--- src/rtl/rstgen_pkg.sv ---
// Package: shared defaults and module index names for the reset controller.
// Assumes: module index order is fixed and decoded by the per-module outputs.
package rstgen_pkg;
    localparam int HOLD_DEF   = 16;
    localparam int NMOD_DEF   = 3;
    localparam int STRAPW_DEF = 8;
    localparam int SYNC_DEF   = 2;

    typedef enum int {
        MOD_PORT1 = 0,
        MOD_PORT2 = 1,
        MOD_VPHY  = 2
    } mod_idx_e;
endpackage

--- src/rtl/rst_sync.sv ---
// Reset synchronizer: the output clears at once when arst_n drops.
// It returns high after STAGES rising edges with arst_n high.
// Assumes: STAGES >= 2.
module rst_sync #(
    parameter int STAGES = 2
) (
    input  logic clk,
    input  logic arst_n,
    output logic rst_n_o
);
    logic [STAGES-1:0] sh;

    // Shift ones in after release; clear all stages asynchronously.
    always_ff @(posedge clk or negedge arst_n) begin
        if (!arst_n) sh <= '0;
        else         sh <= {sh[STAGES-2:0], 1'b1};
    end

    assign rst_n_o = sh[STAGES-1];
endmodule

--- src/rtl/rst_stretch.sv ---
// Request stretcher: a one-cycle req loads HOLD cycles.
// 'active' stays high until the count reaches zero.
// A req while active reloads the count.
// Assumes: rst_n is a synchronous active-low clear; clk runs during reset.
module rst_stretch #(
    parameter int HOLD = 16
) (
    input  logic clk,
    input  logic rst_n,
    input  logic req,
    output logic active
);
    localparam int CW = $clog2(HOLD + 1);
    logic [CW-1:0] cnt;

    // Load on request, else count down to zero.
    always_ff @(posedge clk) begin
        if (!rst_n)          cnt <= '0;
        else if (req)        cnt <= CW'(HOLD);
        else if (cnt != '0)  cnt <= cnt - 1'b1;
    end

    assign active = (cnt != '0);
endmodule

--- src/rtl/strap_capture.sv ---
// Strap latch: samples strap_in once, on the first edge that sees
// chip_rst_n high after it was low, and pulses strb for that cycle.
// Assumes: arst_n is the raw chip-level reset (low clears the held value).
module strap_capture #(
    parameter int W = 8
) (
    input  logic         clk,
    input  logic         arst_n,
    input  logic         chip_rst_n,
    input  logic [W-1:0] strap_in,
    output logic [W-1:0] strap_q,
    output logic         strb
);
    logic chip_prev;

    // Track previous chip reset level to find its release.
    always_ff @(posedge clk or negedge arst_n) begin
        if (!arst_n) chip_prev <= 1'b0;
        else         chip_prev <= chip_rst_n;
    end

    // Capture straps and strobe on the release edge only.
    always_ff @(posedge clk or negedge arst_n) begin
        if (!arst_n) begin
            strap_q <= '0;
            strb    <= 1'b0;
        end else begin
            strb <= chip_rst_n & ~chip_prev;
            if (chip_rst_n & ~chip_prev) strap_q <= strap_in;
        end
    end
endmodule

--- src/rtl/loader_trigger.sv ---
// Loader trigger: holds a pending flag, set by chip-level reset or an
// accepted digital request. Fires a one-cycle start on the edge after
// multi_rst_n rises while the flag is set. Soft reset never sets the flag.
// Assumes: arst_n is the raw chip-level reset.
module loader_trigger (
    input  logic clk,
    input  logic arst_n,
    input  logic chip_rst_n,
    input  logic multi_rst_n,
    input  logic dig_req,
    output logic start
);
    logic pend;
    logic multi_prev;
    logic fire;

    assign fire = multi_rst_n & ~multi_prev & pend;

    // Pending flag: set by chip reset or digital request, cleared on fire.
    always_ff @(posedge clk or negedge arst_n) begin
        if (!arst_n)                    pend <= 1'b1;
        else if (dig_req && chip_rst_n) pend <= 1'b1;
        else if (fire)                  pend <= 1'b0;
    end

    // Edge history of the multi-module reset and the registered pulse.
    always_ff @(posedge clk or negedge arst_n) begin
        if (!arst_n) begin
            multi_prev <= 1'b0;
            start      <= 1'b0;
        end else begin
            multi_prev <= multi_rst_n;
            start      <= fire;
        end
    end
endmodule

--- src/rtl/rstgen_hier.sv ---
// Hierarchical reset controller top.
// Chip tier: por_n and ext_rst_n, asynchronous.
// Multi-module tier: stretched digital and soft requests, under the chip tier.
// Per-module tier: stretched per-module requests, under the multi tier.
// Every tier asserts asynchronously and releases through a synchronizer.
// Assumes: requests are synchronous one-cycle pulses on clk.
module rstgen_hier
    import rstgen_pkg::*;
#(
    parameter int HOLD_CYCLES = HOLD_DEF,
    parameter int NUM_MOD     = NMOD_DEF,
    parameter int STRAP_W     = STRAPW_DEF
) (
    input  logic               clk,
    input  logic               por_n,
    input  logic               ext_rst_n,
    input  logic               dig_req,
    input  logic               soft_req,
    input  logic [NUM_MOD-1:0] mod_req,
    input  logic [STRAP_W-1:0] strap_in,
    output logic               chip_rst_n,
    output logic               multi_rst_n,
    output logic [NUM_MOD-1:0] mod_rst_n,
    output logic [STRAP_W-1:0] strap_q,
    output logic               strap_stb,
    output logic               loader_start
);
    localparam int NSRC_MULTI = 2;

    logic                  chip_any_n;
    logic [NSRC_MULTI-1:0] multi_act;
    logic [NSRC_MULTI-1:0] multi_reqs;
    logic                  multi_raw_n;
    logic [NUM_MOD-1:0]    mod_act;
    logic [NUM_MOD-1:0]    mod_raw_n;

    // Chip tier: either chip-level source holds the whole tree.
    assign chip_any_n = por_n & ext_rst_n;

    rst_sync #(.STAGES(SYNC_DEF)) u_chip_sync (
        .clk     (clk),
        .arst_n  (chip_any_n),
        .rst_n_o (chip_rst_n)
    );

    // Multi-module tier: one stretcher per register source.
    assign multi_reqs = {soft_req, dig_req};

    for (genvar s = 0; s < NSRC_MULTI; s++) begin : g_multi
        rst_stretch #(.HOLD(HOLD_CYCLES)) u_str (
            .clk    (clk),
            .rst_n  (chip_rst_n),
            .req    (multi_reqs[s]),
            .active (multi_act[s])
        );
    end

    assign multi_raw_n = chip_rst_n & ~(|multi_act);

    rst_sync #(.STAGES(SYNC_DEF)) u_multi_sync (
        .clk     (clk),
        .arst_n  (multi_raw_n),
        .rst_n_o (multi_rst_n)
    );

    // Per-module tier: each module under the multi tier plus its own request.
    for (genvar m = 0; m < NUM_MOD; m++) begin : g_mod
        rst_stretch #(.HOLD(HOLD_CYCLES)) u_str (
            .clk    (clk),
            .rst_n  (multi_rst_n),
            .req    (mod_req[m]),
            .active (mod_act[m])
        );

        assign mod_raw_n[m] = multi_rst_n & ~mod_act[m];

        rst_sync #(.STAGES(SYNC_DEF)) u_sync (
            .clk     (clk),
            .arst_n  (mod_raw_n[m]),
            .rst_n_o (mod_rst_n[m])
        );
    end

    // Straps: latched only on chip-level release.
    strap_capture #(.W(STRAP_W)) u_strap (
        .clk        (clk),
        .arst_n     (chip_any_n),
        .chip_rst_n (chip_rst_n),
        .strap_in   (strap_in),
        .strap_q    (strap_q),
        .strb       (strap_stb)
    );

    // Loader start: after chip-level or digital reset, never soft alone.
    loader_trigger u_ldr (
        .clk         (clk),
        .arst_n      (chip_any_n),
        .chip_rst_n  (chip_rst_n),
        .multi_rst_n (multi_rst_n),
        .dig_req     (dig_req),
        .start       (loader_start)
    );
endmodule

--- config.mk ---
export PLATFORM = sky130hd
export DESIGN_NAME = rstgen_hier
export DESIGN_NICKNAME = d
export VERILOG_FILES = /design/src/rtl/rstgen_pkg.sv /design/src/rtl/rst_sync.sv /design/src/rtl/rst_stretch.sv /design/src/rtl/strap_capture.sv /design/src/rtl/loader_trigger.sv /design/src/rtl/rstgen_hier.sv
export SDC_FILE = /design/constraint.sdc
export NUM_CORES = 1
export LEC_CHECK = 0
export BUFFER_PORTS_ARGS = -buffer_cell sky130_fd_sc_hd__buf_2
export CORE_AREA = 2 2 74 76
export CTS_BUF_LIST = sky130_fd_sc_hd__clkbuf_16
export DETAILED_ROUTE_END_ITERATION = 16
export DIE_AREA = 0 0 76 78
export GPL_ROUTABILITY_DRIVEN = 0
export PLACE_DENSITY = 0.72
export SLEW_MARGIN = 20
export SYNTH_ARGS = -nofsm -noshare
export SYNTH_HDL_FRONTEND = slang
export SYNTH_HIERARCHICAL = 1
export SYNTH_SLANG_ARGS = --single-unit
--- constraint.sdc ---
create_clock -name clk -period 1.3 [get_ports clk]
set_clock_uncertainty 0.2 [all_clocks]
set_input_delay 0.065 -clock clk [delete_from_list [all_inputs] [get_ports clk]]
set_output_delay 0.065 -clock clk [all_outputs]
set_load 0.02 [all_outputs]
### Word-level counts from Yosys, hierarchy flattened

Index checks and enable logic that the tools add are counted.

* add/subtract/negate cells: 5
* multiplexer cells: 12
* bitwise gates (word level): 16
* reductions and logical operators: 18

Operator list (count)
* two-way mux 5 bit: 10
* nonzero test 5 bit: 5
* subtractor 5 x 1 -> 5 bit, second input constant: 5
* nonzero test 2 bit: 6
* OR reduction 2 bit: 6
* bitwise AND 1 bit: 8
* NOT 1 bit: 8
* two-way mux 1 bit: 2
* logical AND 1 bit: 1

* flip-flop bits (word level): 48
* input port bits: 16
* output and inout port bits: 15
* word-level logic and storage cells: 72

### Depth between registers and ports, before layout

Gate-level depths: netlist of the first run.

* word-level depth: 5
* depth in mapped cells: 6

### Modules after synthesis

The synthesis of the first run kept the hierarchy.

By module, submodules not included
* rst_stretch: times used 5, cells an instance 24, area each 235.2 um2
* strap_capture: times used 1, cells an instance 20, area each 404.1 um2
* rst_sync: times used 5, cells an instance 3, area each 53.8 um2
* loader_trigger: times used 1, cells an instance 7, area each 106.4 um2
* rstgen_hier: times used 1, cells an instance 5, area each 37.5 um2

### Worst setup path after synthesis of the first run

Ideal clock, no wire load.

* kind: register to register
* start point: register g_multi[0].u_str.cnt[0]
* end point: register g_multi[0].u_str.cnt[0]
* setup time: 116 ps
* data arrival time: 1293 ps
* slack: -309 ps
* stages on the path, launching flop included: 7
* clock period less this slack: 1609 ps
* path through: dfxtp_1 > inv_1 > ha_1 > or4b_4 > buf_6 > xnor2_1 > nor2_1

* cells in the longest elaborated chain, start to end: 1
* elaborated cells on any way between the ends: 2
* those cells by class: add/sub (1); reduce/logical (1)

RTL lines
* from (decl): line rst_stretch.sv:14 `logic [CW-1:0] cnt;`
* from (signal assigned): line rst_stretch.sv:19 `else if (req) cnt <= CW'(HOLD);`
* from (signal assigned): line rst_stretch.sv:20 `else if (cnt != '0) cnt <= cnt - 1'b1;`
* nonzero test 5 bit
* net multi_act[0]: line rstgen_hier.sv:31 `logic [NSRC_MULTI-1:0] multi_act;`

The timed path passes the listed nets, and every way through them passes these cells.
A chain may end at the register's enable or synchronous reset.

### Final worst setup path of the first run

* start point: register g_multi[1].u_str.cnt[1]
* end point: register g_multi[1].u_str.cnt[1]

* cells in the longest elaborated chain, start to end: 1
* elaborated cells on any way between the ends: 2
* those cells by class: add/sub (1); reduce/logical (1)

RTL lines (line)
* from (decl): rst_stretch.sv:14
* from (signal assigned): rst_stretch.sv:19
* from (signal assigned): rst_stretch.sv:20
* nonzero test 5 bit
* net multi_act[1]: rstgen_hier.sv:31

The timed path passes the listed nets, and every way through them passes these cells.

==> results.json, run 1 <==
{
  "row_count": 26,
  "end_kind": "flip-flop",
  "io_pins": 31,
  "drc": 0,
  "drv_slew": 0,
  "final_area_um2": 2920,
  "p_leak_nw": 1.33,
  "cp.required_ns": 1.30,
  "grt_first_pass_wirelength_um": 6250,
  "pwr-share-seq": 0.382,
  "start_kind": "flip-flop",
  "p_comb_frac": 0.312,
  "insertedDiodeCount": 0,
  "die_x_um": 76,
  "cts_sinks": 48,
  "synthXorXnorAreaFrac": 0.0659,
  "grt_max_degree": 16,
  "r2r_slack_ns": -0.24,
  "core_area_um2": 5040,
  "wl_um": 3670,
  "ir_drop_uv": 807,
  "routed_via_density": 4.34,
  "ys_seq_area_frac": 0.540,
  "clock_latency_ns": 0.28,
  "synthDistinctLibCells": 23,
  "drtIter0Drc": 31,
  "cp_max_fo": 5,
  "antenna_found_initial": 0,
  "hpwl_um": 2550,
  "fin_hold_ws_ns": 0.101,
  "syn_to_final_growth_pct": 46.6,
  "placed_cell_area_um2": 2510,
  "cts_tree": "done",
  "synth_adder_area_share": 0.0314,
  "drive_above_1_share": 0.550,
  "die_area_um2": 5930,
  "setup_slack_ns": -0.242,
  "syn_avg_cell_area_um2": 11.9,
  "drtAntennaViolNets": 0,
  "power_density_nw_per_um2": 1560,
  "synth-simple-area-share": 0.160,
  "drt-pass1-iter-count": 4,
  "swShare": 0.269,
  "clk_pin_slew_ns": 0.06,
  "vias": 1386,
  "status": "finished with violations",
  "netlist_area_um2": 1990,
  "gr-usage-all-layers": 0.133,
  "clock_path_buffers": 2,
  "grt_pass1_vias": 1492,
  "maxCapViolations": 0,
  "wl_per_cell_um": 11.5,
  "crit_type": "flip-flop to flip-flop",
  "fp.dieH_um": 78,
  "cts.root.buffer_cell": "clkbuf_16",
  "syn_inst": 167,
  "syn_nets": 188,
  "switchingPower_mw": 1.23,
  "p_int_mw": 3.34,
  "cts_buffers": 5,
  "p_clk_frac": 0.307,
  "violations": "negative setup slack",
  "synth_compound_area_frac": 0.0734,
  "fill_cells": 418,
  "r2r_start": "g_multi[1].u_str/cnt[1]",
  "muxShareOfSynthArea": 0.0603,
  "hold_viol": 0,
  "ys_ff_latch": 48,
  "fin_crit_sh": 1.19,
  "finalNetCount": 269,
  "max_freq_mhz": 649,
  "yosys_warnings": 6,
  "crit_start": "g_multi[1].u_str/cnt[1]",
  "place_ws_ns": -0.235,
  "cp.arrival_ns": 1.54,
  "fin_crit_ns": 1.54,
  "synth_top_family_by_area": "simple AND/OR/NAND/NOR gates",
  "gr-total-overflow": 0,
  "io_buffers": 30,
  "start_util": 0.395,
  "rsz0062_at_grt": "yes",
  "cts_max_level": 2,
  "hp-class": "flip-flop to asynchronous set/reset pin",
  "finalSetupTns_ns": -4.56,
  "finalSetupViolCount": 26,
  "utilization": 0.580
}
==> logic make-up (layout without fill, tap and decap cells) <==
kind of cell	Yosys count	count (layout)
AND/OR/NAND/NOR	53	53
flip-flops	48	48
buffers and inverters	17	99
AO/OA/AOI/OAI	16	16
XOR/XNOR	15	15
multiplexers	8	8
adder cells (fa/ha/maj)	5	5
other	5	5
==> cell type report <==
| type | instances | area, µm² | area share |
|---|---|---|---|
| multi-input combinational | 102 | 948 | 0.324 |
| tap | 70 | 87.6 | 0.0300 |
| clock inverter | 3 | 38.8 | 0.0133 |
| clock buffer | 5 | 125 | 0.0428 |
| inverter | 11 | 41.3 | 0.0141 |
| sequential | 48 | 1090 | 0.374 |
| timing repair buffer | 80 | 589 | 0.202 |
==> power groups by stage <==
| stage | combinational (mW) | sequential (mW) | clock (mW) |
|---|---|---|---|
| CTS | 1.37 | 1.74 | 1.44 |
| global placement | 1.22 | 1.76 | 0 |
| global route | 1.56 | 1.77 | 1.51 |
| finish | 1.43 | 1.75 | 1.40 |
| detailed placement | 1.26 | 1.77 | 0 |
| floorplan | 0.886 | 1.86 | 0 |
==> final timing paths <==
check,endpoint,cells after the start
max,g_multi[1].u_str/cnt[1],4
min,g_mod[1].u_sync/sh[0],2
max reg2reg,g_multi[1].u_str/cnt[1],4
min reg2reg,g_mod[1].u_sync/sh[0],2
max in group asynchronous,u_multi_sync/sh[1],5
min in group clk,g_mod[0].u_sync/sh[1],0
==> worst max-delay path, stage by stage (launching register included) <==
cell and delay (ns):
dfxtp_2 0.32, inv_2 0.06, ha_4 0.13, or4b_4 0.53, a211oi_2 0.23
==> synthesized netlist by cell type <==
master	number	area, µm²
a22o_1	1	8.76
nor2b_1	3	18.8
nor2b_4	1	13.8
ha_1	5	62.6
conb_1	5	18.8
and2_1	1	6.26
a21boi_1	5	37.5
nor2_1	26	97.6
dfxtp_1	25	500
a211oi_2	5	62.6
nor3_1	5	25.0
mux2_4	8	120
or4b_4	5	68.8
dfrtp_1	22	551
o21a_1	5	37.5
nor3b_2	1	12.5
xnor2_1	15	131
buf_6	5	56.3
dfstp_2	1	26.3
inv_1	11	41.3
buf_12	1	20.0
nand2b_1	10	62.6
nand2b_4	1	13.8
==> per-layer routing <==
metal	wire, µm	vias to the layer above	global-route usage
met4	88	0	0.0655
met1	1520	661	0.142
met3	98	10	0.0279
met5	0	-	0
li1	-	692	-
met2	1960	23	0.248
==> what timing repair did <==
| action | CTS | global route |
|---|---|---|
| gates resized for setup | 13 | 11 |
| buffers inserted | 2 | 1 |
| endpoints found under the setup margin | 23 | 35 |
| hold buffers | 15 | 0 |
| pin swaps | 0 | 4 |
| endpoints found under the hold margin | 39 | 0 |
==> flip-flops by register name (all words and copies together), names as in the netlist <==
register           flops
u_strap/chip_prev      1
u_multi_sync/sh        2
u_ldr/pend             1
u_strap/strap_q        8
u_chip_sync/sh         2
u_ldr/multi_prev       1
g_multi.u_str/cnt     10
u_strap/strb           1
g_mod.u_sync/sh        6
u_ldr/start            1
g_mod.u_str/cnt       15
==> cell usage in the layout (no fill, tap or decap), types with 2 or more instances in the layout <==
cell type,instances
buf_4,32
conb_1,5
dfxtp_1,15
nor2b_4,2
nand2b_4,2
buf_2,29
dfxtp_2,10
buf_6,3
nor2_1,19
inv_2,10
ha_4,5
clkbuf_16,5
nand2b_1,9
inv_1,2
a211oi_2,5
dfrtp_2,2
xnor2_1,10
a21boi_1,4
mux2_4,8
nor2_2,6
dlygate4sd3_1,15
dfrtp_1,20
xnor2_2,5
nor3_1,5
or4b_4,5
o21a_1,5
==> per-stage QoR <==
stage | std cells | power (mW)
2_1_floorplan | 167 | 2.74
3_3_place_gp | 293 | 2.99
3_5_place_dp | 293 | 3.03
4_1_cts | 318 | 4.56
5_1_grt | 319 | 4.83
6_report | 319 | 4.57
No activity file was read; power rests on OpenSTA's default activity.
==> run 2: changes to the inputs <==
--- a/config.mk
+++ b/config.mk
@@ -7,10 +7,10 @@
 export LEC_CHECK = 0
 export BUFFER_PORTS_ARGS = -buffer_cell sky130_fd_sc_hd__buf_2
-export CORE_AREA = 2 2 74 76
+export CORE_AREA = 2 2 77 79
 export CTS_BUF_LIST = sky130_fd_sc_hd__clkbuf_16
 export DETAILED_ROUTE_END_ITERATION = 16
-export DIE_AREA = 0 0 76 78
+export DIE_AREA = 0 0 79 81
 export GPL_ROUTABILITY_DRIVEN = 0
-export PLACE_DENSITY = 0.72
+export PLACE_DENSITY = 0.68
 export SLEW_MARGIN = 20
 export SYNTH_ARGS = -nofsm -noshare
==> constraint.sdc (replaced) <==
create_clock -name clk -period 1.3 [get_ports clk]
set_clock_uncertainty 0.2 [all_clocks]
set_input_delay 0.065 -clock clk [delete_from_list [all_inputs] [get_ports clk]]
set_output_delay 0.065 -clock clk [all_outputs]
set_load 0.005 [all_outputs]
==> run 2 against run 1 <==
Net effect:
- the flow still finishes with violations (negative setup slack)
- sequential share of layout area about the same
- combinational power fell by 3%
- largest power group unchanged
- global-route usage fell by 0.74 points
- critical path type unchanged
==> results.json, run 2 (synthesis results as in run 1) <==
{
  "cts_tree": "done",
  "r2r_start": "g_mod[2].u_str/cnt[1]",
  "finalNetCount": 269,
  "rsz0062_at_grt": "yes",
  "row_count": 28,
  "drc": 0,
  "largest-register": "g_mod.u_str/cnt",
  "grt_max_degree": 14,
  "clock_latency_ns": 0.28,
  "fin_crit_sh": 1.19,
  "r2r_slack_ns": -0.25,
  "cts_sinks": 48,
  "die_x_um": 79,
  "power_density_nw_per_um2": 1470,
  "drt-pass1-iter-count": 4,
  "violations": "negative setup slack",
  "routed_via_density": 4.24,
  "hp-class": "primary input to asynchronous set/reset pin",
  "placed_cell_area_um2": 2520,
  "switchingPower_mw": 1.17,
  "max_freq_mhz": 646,
  "slowest_stage": "or4b_4",
  "cts.root.buffer_cell": "clkbuf_16",
  "cts_buffers": 5,
  "cp-endpoint": "g_mod[2].u_str/cnt[0]",
  "cp.arrival_ns": 1.52,
  "reg2reg_depth": 5,
  "setup_slack_ns": -0.249,
  "antenna_found_initial": 0,
  "pwr-share-seq": 0.406,
  "clk_pin_slew_ns": 0.06,
  "p_leak_nw": 1.34,
  "cts_max_level": 2,
  "fin_hold_ws_ns": 0.137,
  "critical-path-top-delay-family": "simple AND/OR/NAND/NOR gates",
  "fill_cells": 527,
  "p_comb_frac": 0.322,
  "core_area_um2": 5680,
  "io_pins": 31,
  "final_cell_mix": "buf_4, buf_2, dfrtp_1",
  "grt_first_pass_wirelength_um": 6180,
  "utilization": 0.515,
  "ir_drop_uv": 697,
  "gr-total-overflow": 0,
  "final_area_um2": 2920,
  "p_clk_frac": 0.272,
  "finalSetupTns_ns": -4.47,
  "wl_per_cell_um": 11.4,
  "finalSetupViolCount": 22,
  "crit_buf_inv": 1,
  "drv_slew": 0,
  "hpwl_um": 2590,
  "end_kind": "flip-flop",
  "critical_path_depth": 5,
  "hold_viol": 0,
  "largestRegisters": "g_mod.u_str/cnt x15, g_multi.u_str/cnt x10, u_strap/strap_q x8",
  "timing.critical_path.cells": "inv_2 -> ha_4 -> or4b_4 -> xnor2_2 -> nor2_1",
  "cp.required_ns": 1.27,
  "drive_above_1_share": 0.566,
  "fp.dieH_um": 81,
  "crit_start": "g_mod[2].u_str/cnt[1]",
  "drtAntennaViolNets": 0,
  "largest_reg_flops": 15,
  "timing.rr.end": "g_mod[2].u_str/cnt[0]",
  "start_kind": "flip-flop",
  "final_common_cell": "buf_4",
  "cp_max_fo": 5,
  "swShare": 0.271,
  "vias": 1373,
  "slowest_delay_ns": 0.54,
  "io_buffers": 30,
  "crit_type": "flip-flop to flip-flop",
  "grt_pass1_vias": 1401,
  "gr-usage-all-layers": 0.125,
  "fin_crit_ns": 1.55,
  "die_area_um2": 6400,
  "insertedDiodeCount": 0,
  "status": "finished with violations",
  "p_int_mw": 3.14,
  "maxCapViolations": 0,
  "clock_path_buffers": 2,
  "wl_um": 3690,
  "drtIter0Drc": 26,
  "syn_to_final_growth_pct": 46.5,
  "start_util": 0.351
}
==> run 2: cell count changes in the layout (fill, tap and decap cells not counted) <==
| cell | delta |
|---|---|
| buf_2 | +1 |
| buf_6 | -1 |
| bufinv_16 | -1 |
| clkinv_1 | +1 |
| clkinv_2 | -1 |
| inv_1 | +1 |
| nand2b_1 | -3 |
| nand2b_4 | +3 |
| nor2_1 | -4 |
| nor2_2 | +4 |
| nor2b_1 | +1 |
| nor2b_4 | -1 |
==> run 2: cell type report <==
cell class                 instances  area, µm²  area share
clock buffer                       5        125      0.0428
clock inverter                     3       11.3     0.00386
inverter                          11       41.3      0.0141
multi-input combinational        102        973       0.333
sequential                        48       1090       0.374
tap                               75       93.8      0.0321
timing repair buffer              80        583       0.200
==> run 2: power groups by stage <==
| stage | combinational, mW | clock [mW] | sequential (mW) |
|---|---|---|---|
| global placement | 1.17 | 0 | 1.77 |
| detailed placement | 1.21 | 0 | 1.77 |
| CTS | 1.33 | 1.21 | 1.75 |
| floorplan | 0.886 | 0 | 1.80 |
| global route | 1.52 | 1.28 | 1.77 |
| finish | 1.39 | 1.17 | 1.75 |
==> run 2: layer usage <==
metal  global-route usage  wire [µm]  up-vias  share of wire
met5                    0          0        -              0
met3               0.0344        118        6          0.032
met1                0.147       1670      658           0.45
met2                0.215       1840       16           0.50
met4               0.0569         56        0          0.015
li1                     -          -      693              -
==> run 2: tightest hold or removal path, stage by stage <==
cell and delay (ns):
dlygate4sd3_1 0.53, buf_2 0.10, and2_1 0.34
==> run 2: repair_timing <==
item	4_1_cts	5_1_grt
hold buffers	15	0
setup endpoints to repair	23	35
gates cloned	0	0
hold endpoints to repair	39	0
pin swaps	9	3
resized for setup	15	12
setup buffers	1	2
==> run 2: how the worst min path moves through the flow <==
stage | startpoint | to | depth (start not counted)
after global placement | ext_rst_n | u_strap/strap_q[4] | 2
after CTS | ext_rst_n | u_strap/strap_q[0] | 3
after floorplan | ext_rst_n | u_chip_sync/sh[0] | 1
after detailed placement | ext_rst_n | u_strap/strb | 2
after global routing | g_mod[2].u_sync/sh[0] | g_mod[2].u_sync/sh[1] | 0
final | ext_rst_n | u_strap/strap_q[0] | 3
==> run 2: stage by stage <==
stage,instances,power (mW),worst slack [ns]
global route,324,4.57,-0.296
finish,324,4.31,-0.249
CTS,322,4.29,-0.233
global placement,298,2.94,-0.192
floorplan,167,2.69,-0.251
detailed placement,298,2.98,-0.225
